[src/rtl/regacc_pkg.sv]
package regacc_pkg;
  localparam int unsigned DATA_W = 8;
  localparam logic [7:0] OP_PWR = 8'hFF;
  localparam int unsigned CMD_WR  = 0;
  localparam int unsigned CMD_RD  = 1;
  localparam int unsigned CMD_RMW = 2;
  localparam logic [7:0] ERR_NONE = 8'd0;
  localparam logic [7:0] ERR_OP   = 8'd1;
  localparam logic [7:0] ERR_ID   = 8'd2;
  localparam logic [7:0] ERR_SIZE = 8'd3;

  typedef enum logic [1:0] {S_IDLE, S_ACC, S_WB, S_FIN} state_e;
endpackage

[src/rtl/regacc_decode.sv]
module regacc_decode import regacc_pkg::*; #(
  parameter int unsigned ID_W      = 4,
  parameter int unsigned SIZE_W    = 8,
  parameter int unsigned BUF_BYTES = 16,
  parameter int unsigned MAX_ENT   = 5,
  localparam int unsigned CW       = $clog2(MAX_ENT + 1)
) (
  input  logic [7:0]        opcode_i,
  input  logic [ID_W-1:0]   cmd_id_i,
  input  logic [SIZE_W-1:0] size_i,
  output logic [7:0]        code_o,
  output logic [CW-1:0]     count_o
);
  logic              rmw;
  logic [SIZE_W-1:0] q, r;

  assign rmw = (cmd_id_i == ID_W'(CMD_RMW));

  always_comb begin
    if (rmw) begin
      q = size_i >> 2;
      r = size_i & SIZE_W'(3);
    end else begin
      q = size_i / SIZE_W'(3);
      r = size_i % SIZE_W'(3);
    end
  end

  assign count_o = q[CW-1:0];

  always_comb begin
    if (opcode_i != OP_PWR)                     code_o = ERR_OP;
    else if (cmd_id_i > ID_W'(CMD_RMW))         code_o = ERR_ID;
    else if (size_i == '0 || r != '0 ||
             q > SIZE_W'(MAX_ENT) ||
             size_i > SIZE_W'(BUF_BYTES))       code_o = ERR_SIZE;
    else                                        code_o = ERR_NONE;
  end
endmodule

[src/rtl/regacc_entry_sel.sv]
module regacc_entry_sel import regacc_pkg::*; #(
  parameter int unsigned BUF_BYTES = 16,
  parameter int unsigned ADDR_W    = 16,
  parameter int unsigned CW        = 3,
  localparam int unsigned OW       = CW + 2,
  localparam int unsigned NP       = 2 ** OW
) (
  input  logic [BUF_BYTES*8-1:0] wbuf_i,
  input  logic [CW-1:0]          idx_i,
  input  logic                   rmw_i,
  output logic [ADDR_W-1:0]      addr_o,
  output logic [DATA_W-1:0]      val_o,
  output logic [DATA_W-1:0]      mask_o
);
  logic [7:0]    byte_a [NP];
  logic [OW-1:0] base;

  for (genvar k = 0; k < NP; k++) begin : g_pad
    if (k < BUF_BYTES) begin : g_in
      assign byte_a[k] = wbuf_i[8*k +: 8];
    end else begin : g_zero
      assign byte_a[k] = 8'h00;
    end
  end

  assign base   = rmw_i ? {idx_i, 2'b00} : (OW'(idx_i) * OW'(3));
  assign addr_o = ADDR_W'({byte_a[base + OW'(1)], byte_a[base]});
  assign val_o  = byte_a[base + OW'(2)];
  assign mask_o = byte_a[base + OW'(3)];
endmodule

[src/rtl/regacc_rbuf.sv]
module regacc_rbuf import regacc_pkg::*; #(
  parameter int unsigned BUF_BYTES = 16,
  parameter int unsigned CW        = 3,
  localparam int unsigned OW       = CW + 2
) (
  input  logic                   clk_i,
  input  logic                   rst_ni,
  input  logic                   we_i,
  input  logic [CW-1:0]          idx_i,
  input  logic [DATA_W-1:0]      data_i,
  output logic [BUF_BYTES*8-1:0] rbuf_o
);
  logic [OW-1:0] pos;
  assign pos = OW'(2) + OW'(idx_i) * OW'(3);

  for (genvar k = 0; k < BUF_BYTES; k++) begin : g_byte
    always_ff @(posedge clk_i or negedge rst_ni) begin
      if (!rst_ni)                        rbuf_o[8*k +: 8] <= 8'h00;
      else if (we_i && pos == OW'(k))     rbuf_o[8*k +: 8] <= data_i;
    end
  end
endmodule

[src/rtl/regacc_exec.sv]
module regacc_exec import regacc_pkg::*; #(
  parameter int unsigned ADDR_W    = 16,
  parameter int unsigned ID_W      = 4,
  parameter int unsigned SIZE_W    = 8,
  parameter int unsigned BUF_BYTES = 16,
  parameter int unsigned MAX_ENT   = 5,
  localparam int unsigned CW       = $clog2(MAX_ENT + 1),
  localparam int unsigned BUF_W    = BUF_BYTES * 8
) (
  input  logic              clk_i,
  input  logic              rst_ni,
  input  logic              start_i,
  input  logic [7:0]        opcode_i,
  input  logic [ID_W-1:0]   cmd_id_i,
  input  logic [SIZE_W-1:0] size_i,
  input  logic [BUF_W-1:0]  wbuf_i,
  output logic              tgt_req_o,
  output logic              tgt_we_o,
  output logic [ADDR_W-1:0] tgt_addr_o,
  output logic [DATA_W-1:0] tgt_wdata_o,
  input  logic              tgt_ack_i,
  input  logic [DATA_W-1:0] tgt_rdata_i,
  output logic [BUF_W-1:0]  rbuf_o,
  output logic              busy_o,
  output logic              done_o,
  output logic              err_o,
  output logic [7:0]        err_code_o
);
  state_e            st_q;
  logic [BUF_W-1:0]  wbuf_q;
  logic [ID_W-1:0]   id_q;
  logic [CW-1:0]     cnt_q, idx_q;
  logic [DATA_W-1:0] merged_q;
  logic              err_q;
  logic [7:0]        code_q;

  logic [7:0]        dec_code;
  logic [CW-1:0]     dec_cnt;
  logic [DATA_W-1:0] e_val, e_mask;
  logic              accept, is_rmw, is_rd, is_wr, last, rb_we;

  regacc_decode #(
    .ID_W(ID_W), .SIZE_W(SIZE_W), .BUF_BYTES(BUF_BYTES), .MAX_ENT(MAX_ENT)
  ) u_dec (
    .opcode_i(opcode_i), .cmd_id_i(cmd_id_i), .size_i(size_i),
    .code_o(dec_code), .count_o(dec_cnt)
  );

  regacc_entry_sel #(
    .BUF_BYTES(BUF_BYTES), .ADDR_W(ADDR_W), .CW(CW)
  ) u_sel (
    .wbuf_i(wbuf_q), .idx_i(idx_q), .rmw_i(is_rmw),
    .addr_o(tgt_addr_o), .val_o(e_val), .mask_o(e_mask)
  );

  regacc_rbuf #(
    .BUF_BYTES(BUF_BYTES), .CW(CW)
  ) u_rbuf (
    .clk_i(clk_i), .rst_ni(rst_ni), .we_i(rb_we), .idx_i(idx_q),
    .data_i(tgt_rdata_i), .rbuf_o(rbuf_o)
  );

  assign accept = (st_q == S_IDLE) && start_i;
  assign is_rmw = (id_q == ID_W'(CMD_RMW));
  assign is_rd  = (id_q == ID_W'(CMD_RD));
  assign is_wr  = (id_q == ID_W'(CMD_WR));
  assign last   = (idx_q == cnt_q - CW'(1));
  assign rb_we  = (st_q == S_ACC) && tgt_ack_i && is_rd;

  assign tgt_req_o   = (st_q == S_ACC) || (st_q == S_WB);
  assign tgt_we_o    = ((st_q == S_ACC) && is_wr) || (st_q == S_WB);
  assign tgt_wdata_o = (st_q == S_WB) ? merged_q : e_val;
  assign busy_o      = (st_q != S_IDLE);
  assign done_o      = (st_q == S_FIN);
  assign err_o       = err_q;
  assign err_code_o  = code_q;

  always_ff @(posedge clk_i or negedge rst_ni) begin
    if (!rst_ni) begin
      st_q     <= S_IDLE;
      wbuf_q   <= '0;
      id_q     <= '0;
      cnt_q    <= '0;
      idx_q    <= '0;
      merged_q <= '0;
      err_q    <= 1'b0;
      code_q   <= ERR_NONE;
    end else begin
      unique case (st_q)
        S_IDLE: if (accept) begin
          wbuf_q <= wbuf_i;
          id_q   <= cmd_id_i;
          cnt_q  <= dec_cnt;
          idx_q  <= '0;
          code_q <= dec_code;
          err_q  <= (dec_code != ERR_NONE);
          st_q   <= (dec_code != ERR_NONE) ? S_FIN : S_ACC;
        end
        S_ACC: if (tgt_ack_i) begin
          if (is_rmw) begin
            merged_q <= (tgt_rdata_i & ~e_mask) | (e_val & e_mask);
            st_q     <= S_WB;
          end else if (last) begin
            st_q <= S_FIN;
          end else begin
            idx_q <= idx_q + CW'(1);
          end
        end
        S_WB: if (tgt_ack_i) begin
          if (last) st_q <= S_FIN;
          else begin
            idx_q <= idx_q + CW'(1);
            st_q  <= S_ACC;
          end
        end
        S_FIN: st_q <= S_IDLE;
        default: st_q <= S_IDLE;
      endcase
    end
  end
endmodule

[config.mk]
export PLATFORM = sky130hd
export DESIGN_NAME = regacc_exec
export DESIGN_NICKNAME = d
export VERILOG_FILES = /design/src/rtl/regacc_pkg.sv /design/src/rtl/regacc_decode.sv /design/src/rtl/regacc_entry_sel.sv /design/src/rtl/regacc_rbuf.sv /design/src/rtl/regacc_exec.sv
export SDC_FILE = /design/constraint.sdc
export NUM_CORES = 1
export LEC_CHECK = 0
export ABC_AREA = 0
export BUFFER_PORTS_ARGS = -buffer_cell sky130_fd_sc_hd__buf_2
export CAP_MARGIN = 10
export CORE_UTILIZATION = 43
export CTS_BUF_LIST = sky130_fd_sc_hd__clkbuf_4 sky130_fd_sc_hd__clkbuf_8 sky130_fd_sc_hd__clkbuf_16
export DETAILED_ROUTE_END_ITERATION = 16
export PLACE_DENSITY_LB_ADDON = 0.08
export SLEW_MARGIN = 40
export SYNTH_ARGS = -nofsm -noshare
export SYNTH_HDL_FRONTEND = slang
export SYNTH_SLANG_ARGS = --single-unit
[constraint.sdc]
create_clock -name clk_i -period 6.2 [get_ports clk_i]
set_input_delay 0 -clock clk_i [delete_from_list [all_inputs] [get_ports clk_i]]
set_output_delay 0 -clock clk_i [all_outputs]
set_load 0.02 [all_outputs]
==> results of run 1 <==
## kinds of logic (layout without fill, tap and decap cells)
group	after synthesis	after routing	share of synthesized area, %
fa+ha+maj	21	21	1.702
mux	249	249	19.66
compound gates	290	290	11.46
simple gates	642	642	17.58
buf+inv	159	558	4.365
flops	279	279	43.96
xor+xnor	21	21	1.253
other cells	1	6	0.02361
## power breakdown
group,internal [mW],leakage (nW),switching [mW]
registers,2.42,3.57,0.755
logic,2.95,5.58,4.22
clock network,1.11,0.522,0.737
## through the flow
step / worst slack [ns] / util, %
3_5_place_dp: 1.888 / 48.70
4_1_cts: 1.297 / 55.35
3_3_place_gp: 1.510 / 48.41
2_1_floorplan: 1.640 / -
5_1_grt: 0.9759 / 55.55
6_report: 1.252 / 55.55
## final cells by class
type,instances,share of cell area (%)
Inverter,26,0.4883
Sequential cell,279,34.49
Timing Repair Buffer,479,16.05
Tap cell,468,2.893
Multi-Input combinational cell,1229,40.97
Clock inverter,9,0.5069
Clock buffer,44,4.593
## registers in the layout, summed over array words and instances (netlist names)
register	cells
id_q	4
merged_q	8
cnt_q	3
st_q	2
err_o	1
u_rbuf.rbuf_o	128
err_code_o	2
idx_q	3
wbuf_q	128
## worst max-delay path by stage
stage / from / to / slack [ns] / cells past startpoint
3_3_place_gp: idx_q[0]$_DFFE_PN0P_ / tgt_wdata_o[2] / 1.51 / 10
2_1_floorplan: idx_q[0]$_DFFE_PN0P_ / tgt_addr_o[12] / 1.64 / 15
4_1_cts: id_q[0]$_DFFE_PN0P_ / tgt_addr_o[12] / 1.30 / 10
6_report: idx_q[1]$_DFFE_PN0P_ / tgt_addr_o[12] / 1.25 / 12
5_1_grt: idx_q[1]$_DFFE_PN0P_ / tgt_addr_o[7] / 0.98 / 12
3_5_place_dp: id_q[0]$_DFFE_PN0P_ / tgt_addr_o[12] / 1.89 / 10
## repair_timing
item                                    CTS  global route
hold buffers                            139             1
endpoints found under the hold margin   247            39
endpoints found under the setup margin    0             0
## metal layers
metal	up-vias	global-route usage, %	share of wire [%]
met4	0	10.91	4.0
met1	6833	39.48	45
li1	6634	-	-
met5	-	0	0
met2	577	41.89	45
met3	107	4.018	6.9
## synth_stat cells (all sizes together), types with 12 or more instances
master | instances | area share, %
inv | 25 | 0.59
nand3 | 91 | 2.9
nor2 | 31 | 0.73
xnor2 | 12 | 0.76
a31oi | 16 | 0.63
a21oi | 22 | 0.69
a311oi | 32 | 1.8
and3 | 32 | 1.3
dfrtp | 279 | 44
buf | 43 | 1.6
mux2 | 143 | 10
a311o | 16 | 1.0
o21ai | 152 | 4.8
mux4 | 32 | 4.8
nand2 | 432 | 10
a211oi | 18 | 0.85
ha | 20 | 1.6
clkbuf | 90 | 2.1
mux2i | 74 | 4.7
## worst max-delay path, delay by kind of cell, from the launching register on
kind                       cells  cell delay (ns)
AOI/OAI and AO/OA              1             0.52
DFF                            1             0.59
buffers and inverters          6             1.98
and+or+nand+nor                2             0.37
xor gates and xnor gates       1             0.12
adders and majority gates      2             0.73
==> impl_summary.log, run 1 <==
INFO  metric run_status = finished, final reports clean
INFO  metric clk_latency = 0.56 ns
INFO  metric final_net_count = 2226
INFO  metric setup_repair_after_global_routing_missed_its_margin = no
INFO  metric worst_margin_pin_slew = 0.8294 ns
INFO  metric layout_commonest_cell = sky130_fd_sc_hd__nand2_1
INFO  metric cts_resized = 0
INFO  metric post-route-min-period = 4.948 ns
INFO  metric worstReg2RegEnd = merged_q[4]$_DFFE_PN0P_
INFO  metric cts_tree = yes
INFO  metric ys.warnings.count = 0
INFO  metric core.rowCount = 70
INFO  metric worst_ir_drop_vdd = 0.0005024 V
INFO  metric nFillCells = 3295
INFO  metric synth.ff_latch_count = 279
INFO  metric postCtsSetupBuffers = 0
INFO  metric tns = 0 ns
INFO  metric ios = 325
INFO  metric dr_total_vias = 14150
INFO  metric grt_pass1_wl = 80.71 mm
INFO  metric cts_root_buf = sky130_fd_sc_hd__clkbuf_16
INFO  metric worst_ep_required_time = 6.20 ns
INFO  metric clock_tree.htree_level_count = 1
INFO  metric critical_path.slowest_cell = sky130_fd_sc_hd__buf_4
INFO  metric grt_pass1_vias = 13350
INFO  metric setup_violations = 0
INFO  metric cts_buffers = 30
INFO  metric worstPathArrival = 4.95 ns
INFO  metric fin_cells = 2534
INFO  metric synth_enable_flop_cells = 0
INFO  metric detailed_route_wl = 52.08 mm
INFO  metric post_synth_num_cell_types = 66
INFO  metric dieHeight = 194.2 µm
INFO  metric grt-ovfl-total = 0
INFO  metric vias_per_cell = 5.584
INFO  metric seqCellArea = 6982 µm²
INFO  metric coreArea = 36430 µm²
INFO  metric drt_iter0_markers = 1254
INFO  metric synth-main-ff-cell = sky130_fd_sc_hd__dfrtp_1
INFO  metric postSynth.asyncResetShare = 100.0%
INFO  metric post_route_cells_drive_above_1_share = 27.49%
INFO  metric clockBufferDepth = 3
INFO  metric hold_violations = 0
INFO  metric fin_hold_ws = 0.07890 ns
INFO  metric drtPass1Iterations = 6
INFO  metric worst_r2r_startpoint = idx_q[1]$_DFFE_PN0P_
INFO  metric timing.critical_path.fanout_max = 69
INFO  metric netlist_area = 15880 µm²
INFO  metric post-route-drc-count = 0
INFO  metric timing.fmax = 0.2021 GHz
INFO  metric slowest_cell_delay_on_critical_path = 0.62 ns
INFO  metric antenna-diode-count = 0
INFO  metric p_per_area = 602.6 nW/µm²
INFO  metric whs_endpoint = st_q[1]$_DFFE_PN0P_
INFO  metric layout-area-overhead-vs-synth = 27.46%
INFO  metric sum_of_net_half_perimeters_after_detailed_placement = 37.73 mm
INFO  metric worst-r2r-setup-slack = 1.85 ns
INFO  metric ant_nets = 0
INFO  metric cp_common_cell = sky130_fd_sc_hd__buf_4
INFO  metric multiInputGateArea = 8293 µm²
INFO  metric layout.cells.most_common_list = 430 x sky130_fd_sc_hd__nand2_1, 317 x sky130_fd_sc_hd__buf_2, 279 x sky130_fd_sc_hd__dfrtp_1
INFO  metric tritoncts_num_sinks = 279
INFO  metric hold_path_class = in -> reg
INFO  metric clk_pin_slew = 0.06 ns
INFO  metric timing.reg2reg.worst_path_depth = 13
INFO  metric routabilityCongestion = 0.9101
INFO  metric hold_path.startpoint = tgt_ack_i
INFO  metric port_buffers = 318
INFO  metric design.die.area = 37700 µm²
INFO  metric reported_max_cap_violation_count = 0
INFO  metric timing.setup.critical_path_class = reg -> out
INFO  metric timing.clock.skew = 0.01360 ns
INFO  metric design_power_total = 12.20 mW
INFO  metric floorplan.initialDensity = 43.59%
INFO  metric max_slew_margin = 44.33%
INFO  metric global_router_s_overall_resource_usage = 27.52%
INFO  metric syn-instance-count = 1662
INFO  metric finalMaxSlewViolations = 0
INFO  metric place_inst = 2338
INFO  metric ys_seq_area_share = 43.96%
INFO  metric critical_path.cell_chain = inv_1 -> ha_1 -> nand2_4 -> clkinv_2 -> buf_4 -> buf_4 -> ha_1 -> xnor2_1 -> buf_4 -> nor2b_1 -> a211oi_1 -> buf_2
INFO  metric finish.instance_area = 20240 µm²
INFO  metric cp-end-kind = output pin
INFO  metric grt_start_max_net_pins = 111
INFO  metric startpoint_type = register
INFO  metric timing.final.crit_share = 79.81%
INFO  metric grt_antenna_before_repair = 0
INFO  metric die-width = 194.2 µm
INFO  metric synth_area_per_cell = 9.555 µm²
INFO  metric whs_path_depth = 4
INFO  metric routedWlPerCell = 20.55 µm
INFO  metric placedInstanceArea = 17740 µm²
INFO  metric power_leakage = 9.670 nW
No activity file was read; power rests on OpenSTA's default activity.
==> inputs of run 2 (changes only) <==
==> constraint.sdc (replaced) <==
create_clock -name clk_i -period 4.9 [get_ports clk_i]
set_input_delay 0 -clock clk_i [delete_from_list [all_inputs] [get_ports clk_i]]
set_output_delay 0 -clock clk_i [all_outputs]
set_load 0.02 [all_outputs]
==> run 2 against run 1 <==
Cell area up 0.23%. Largest cell class unchanged. Sequential power grew 25%. Worst hold slack worse by 0.077 ns. Total power is 28% higher. Worst setup slack worse by 1.1 ns. Highest routed layer unchanged. Flip-flop and latch count is the same. Non-clock buffer count decreased by 2. Core utilization increased by 0.13 points. Via count down 0.45%. Sequential share of layout area down 0.079 points. Wire length decreased by 1.0%. Critical endpoint is now tgt_wdata_o[3].
==> impl_summary.log, run 2 (synthesis gave the netlist of run 1 again) <==
INFO  metric port_buffers = 318 (unchanged)
INFO  metric post-route-drc-count = 0 (unchanged)
INFO  metric cts_root_buf = sky130_fd_sc_hd__clkbuf_16
INFO  metric cts_tree = yes
INFO  metric grt_start_max_net_pins = 132 (+19%)
INFO  metric hold_path_class = in -> reg
INFO  metric cp-end-kind = output pin
INFO  metric cp_common_cell = sky130_fd_sc_hd__buf_4
INFO  metric layout_commonest_cell = sky130_fd_sc_hd__nand2_1
INFO  metric design.die.area = 37700 µm² (unchanged)
INFO  metric tns = 0 ns (unchanged)
INFO  metric coreArea = 36430 µm² (unchanged)
INFO  metric max_slew_margin = 40.26% (-4.1 points)
INFO  metric final_net_count = 2228 (+0.090%)
INFO  metric worst_ir_drop_vdd = 0.0008117 V (+62%)
INFO  metric sum_of_net_half_perimeters_after_detailed_placement = 36.39 mm (-3.6%)
INFO  metric timing.setup.critical_path_class = reg -> out
INFO  metric grt_antenna_before_repair = 0 (unchanged)
INFO  metric worst_margin_pin_slew = 0.8900 ns (+0.06062 ns)
INFO  metric timing.final.crit_share = 96.07%
INFO  metric power_leakage = 9.701 nW (+0.32%)
INFO  metric power.share.clock = 16.6% (+1.4 points)
INFO  metric drt_iter0_markers = 1077 (-14%)
INFO  metric core.rowCount = 70 (unchanged)
INFO  metric timing.critical_path.max_delay_family = compound AO/OA/AOI/OAI gates
INFO  metric hold_violations = 0 (unchanged)
INFO  metric clk_latency = 0.52 ns (-0.04 ns)
INFO  metric p_switching = 7.201 mW (+26%)
INFO  metric drtPass1Iterations = 6 (unchanged)
INFO  metric vias_per_cell = 5.553 (-0.56%)
INFO  metric floorplan.initialDensity = 43.59% (unchanged)
INFO  metric place_inst = 2339 (+0.043%)
INFO  metric ios = 325 (unchanged)
INFO  metric dieHeight = 194.2 µm (unchanged)
INFO  metric post-route-min-period = 4.707 ns
INFO  metric cts_resized = 0 (unchanged)
INFO  metric placedInstanceArea = 17710 µm² (-0.18%)
INFO  metric cp_num_buf_inv = 3 (-3)
INFO  metric p_per_area = 768.0 nW/µm² (+27%)
INFO  metric worstPathArrival = 4.71 ns (-0.24 ns)
INFO  metric setup_repair_after_global_routing_missed_its_margin = no
INFO  metric clockBufferDepth = 3 (unchanged)
INFO  metric worst_r2r_startpoint = idx_q[0]$_DFFE_PN0P_
INFO  metric critical_path.cell_chain = ha_1 -> fa_1 -> xor2_1 -> mux2i_4 -> buf_4 -> xor2_2 -> buf_4 -> a311oi_1 -> a311o_1 -> nand3_1 -> o21ai_0 -> buf_2
INFO  metric grt_pass1_wl = 79.72 mm (-1.2%)
INFO  metric layout.cells.most_common_list = 430 x sky130_fd_sc_hd__nand2_1, 317 x sky130_fd_sc_hd__buf_2, 279 x sky130_fd_sc_hd__dfrtp_1
INFO  metric design_power_total = 15.58 mW (+28%)
INFO  metric grt_pass1_vias = 13290 (-0.45%)
INFO  metric reported_max_cap_violation_count = 0 (unchanged)
INFO  metric finish.utilization = 55.68% (+0.13 points)
INFO  metric internal_power = 8.378 mW (+29%)
INFO  metric finalMaxSlewViolations = 0 (unchanged)
INFO  metric timing.critical_path.fanout_max = 21 (-70%)
INFO  metric timing.reg2reg.worst_path_depth = 12 (-1)
INFO  metric slowest_cell_delay_on_critical_path = 0.64 ns (+0.02 ns)
INFO  metric multiInputGateArea = 8259 µm² (-0.41%)
INFO  metric fin_cells = 2537 (+0.12%)
INFO  metric clock_tree.htree_level_count = 2 (+1)
INFO  metric routabilityCongestion = 0.9411 (+3.4%)
INFO  metric setup_violations = 0 (unchanged)
INFO  metric timing.clock.skew = 0.01962 ns (+0.006024 ns)
INFO  metric critical_path.slowest_cell = sky130_fd_sc_hd__a311oi_1
INFO  metric worst-r2r-setup-slack = 0.73 ns (-1.12 ns)
INFO  metric global_router_s_overall_resource_usage = 27.21% (-0.31 points)
INFO  metric registers_with_the_highest_flip_flop_counts = u_rbuf.rbuf_o (128), wbuf_q (128), merged_q (8)
INFO  metric die-width = 194.2 µm (unchanged)
INFO  metric layout-area-overhead-vs-synth = 27.75%
INFO  metric seqCellArea = 6982 µm² (unchanged)
INFO  metric grt-ovfl-total = 0 (unchanged)
INFO  metric post_route_cells_drive_above_1_share = 27.60% (+0.11 points)
INFO  metric hold_path.startpoint = opcode_i[4]
INFO  metric detailed_route_wl = 51.54 mm (-1.0%)
INFO  metric dr_total_vias = 14090 (-0.45%)
INFO  metric clk_pin_slew = 0.06 ns (about the same)
INFO  metric startpoint_type = register
INFO  metric seq_power_share = 25.5% (-0.5 points)
INFO  metric worst_setup_path_startpoint = idx_q[0]$_DFFE_PN0P_
INFO  metric switching_share = 46.22% (-0.64 points)
INFO  metric worst_setup_path_endpoint = tgt_wdata_o[3]
INFO  metric postCtsSetupBuffers = 0 (unchanged)
INFO  metric antenna-diode-count = 0 (unchanged)
INFO  metric nFillCells = 3312 (+0.52%)
INFO  metric cts_buffers = 34 (+13%)
INFO  metric worstReg2RegEnd = merged_q[3]$_DFFE_PN0P_
INFO  metric routedWlPerCell = 20.32 µm (-1.2%)
INFO  metric finish.instance_area = 20290 µm² (+0.23%)
INFO  metric timing.critical_path.depth = 12 (unchanged)
INFO  metric ant_nets = 0 (unchanged)
INFO  metric timing.fmax = 0.2124 GHz
INFO  metric run_status = finished, final reports clean
INFO  metric worst_ep_required_time = 4.90 ns (-1.30 ns)
INFO  metric tritoncts_num_sinks = 279 (unchanged)
INFO  metric comb_power_share = 57.9% (-0.9 points)
[run 2: routing by layer]
metal / vias up / track usage (%) / part of all wire, %
met1: 6856 / 39.07 / 45
met5: - / 0 / 0
met3: 66 / 4.140 / 6.7
li1: 6627 / - / -
met2: 539 / 42.51 / 46
met4: 0 / 7.907 / 2.4
[run 2: what timing repair did]
action	in CTS	in global routing
hold buffers	137	1
hold endpoints to repair	241	36
setup endpoints to repair	0	0
[run 2: power by group through the flow]
stage	clock network, mW	registers [mW]	logic, mW
finish	2.59	3.97	9.02
global route	2.74	4.08	9.68
CTS	2.64	3.96	8.90
detailed placement	0	3.99	8.78
global placement	0	3.97	8.70
floorplan	0	3.77	6.19
[run 2: stage by stage]
step,setup slack (ns),hold WS (ns)
after floorplan,0.3396,-0.2956
after global placement,0.8288,0.09988
after detailed placement,0.8081,0.1046
after CTS,0.2535,0.002661
after global routing,0.003338,0.07230
final,0.1926,0.001752
[run 2: worst min path at each step]
| stage | endpoint | slack, ns | cells after the start |
|---|---|---|---|
| final | st_q[1]$_DFFE_PN0P_ | 0.002 | 6 |
| after global routing | st_q[1]$_DFFE_PN0P_ | 0.07 | 6 |
| after CTS | st_q[1]$_DFFE_PN0P_ | 0.003 | 6 |
| after detailed placement | u_rbuf.rbuf_o[17]$_DFFE_PN0P_ | 0.10 | 1 |
| after global placement | u_rbuf.rbuf_o[20]$_DFFE_PN0P_ | 0.1 | 1 |
| after floorplan | cnt_q[0]$_DFFE_PN0P_ | -0.30 | 0 |
[run 2: worst register-to-register path, delay by kind of cell, from the launching register on]
family | cells | cell delay (ns)
AO/OA/AOI/OAI | 3 | 1.09
XOR/XNOR | 2 | 0.61
adder cells (fa/ha/maj) | 2 | 0.70
buffers and inverters | 2 | 0.50
flip-flops | 1 | 0.51
multiplexers | 2 | 0.51
AND/OR/NAND/NOR | 1 | 0.18
[run 2: area by class of cell]
type	count	area share, %
Multi-Input combinational cell	1229	40.71
Timing Repair Buffer	477	15.81
Clock buffer	51	5.094
Inverter	26	0.4872
Clock inverter	7	0.5921
Sequential cell	279	34.41
Tap cell	468	2.886
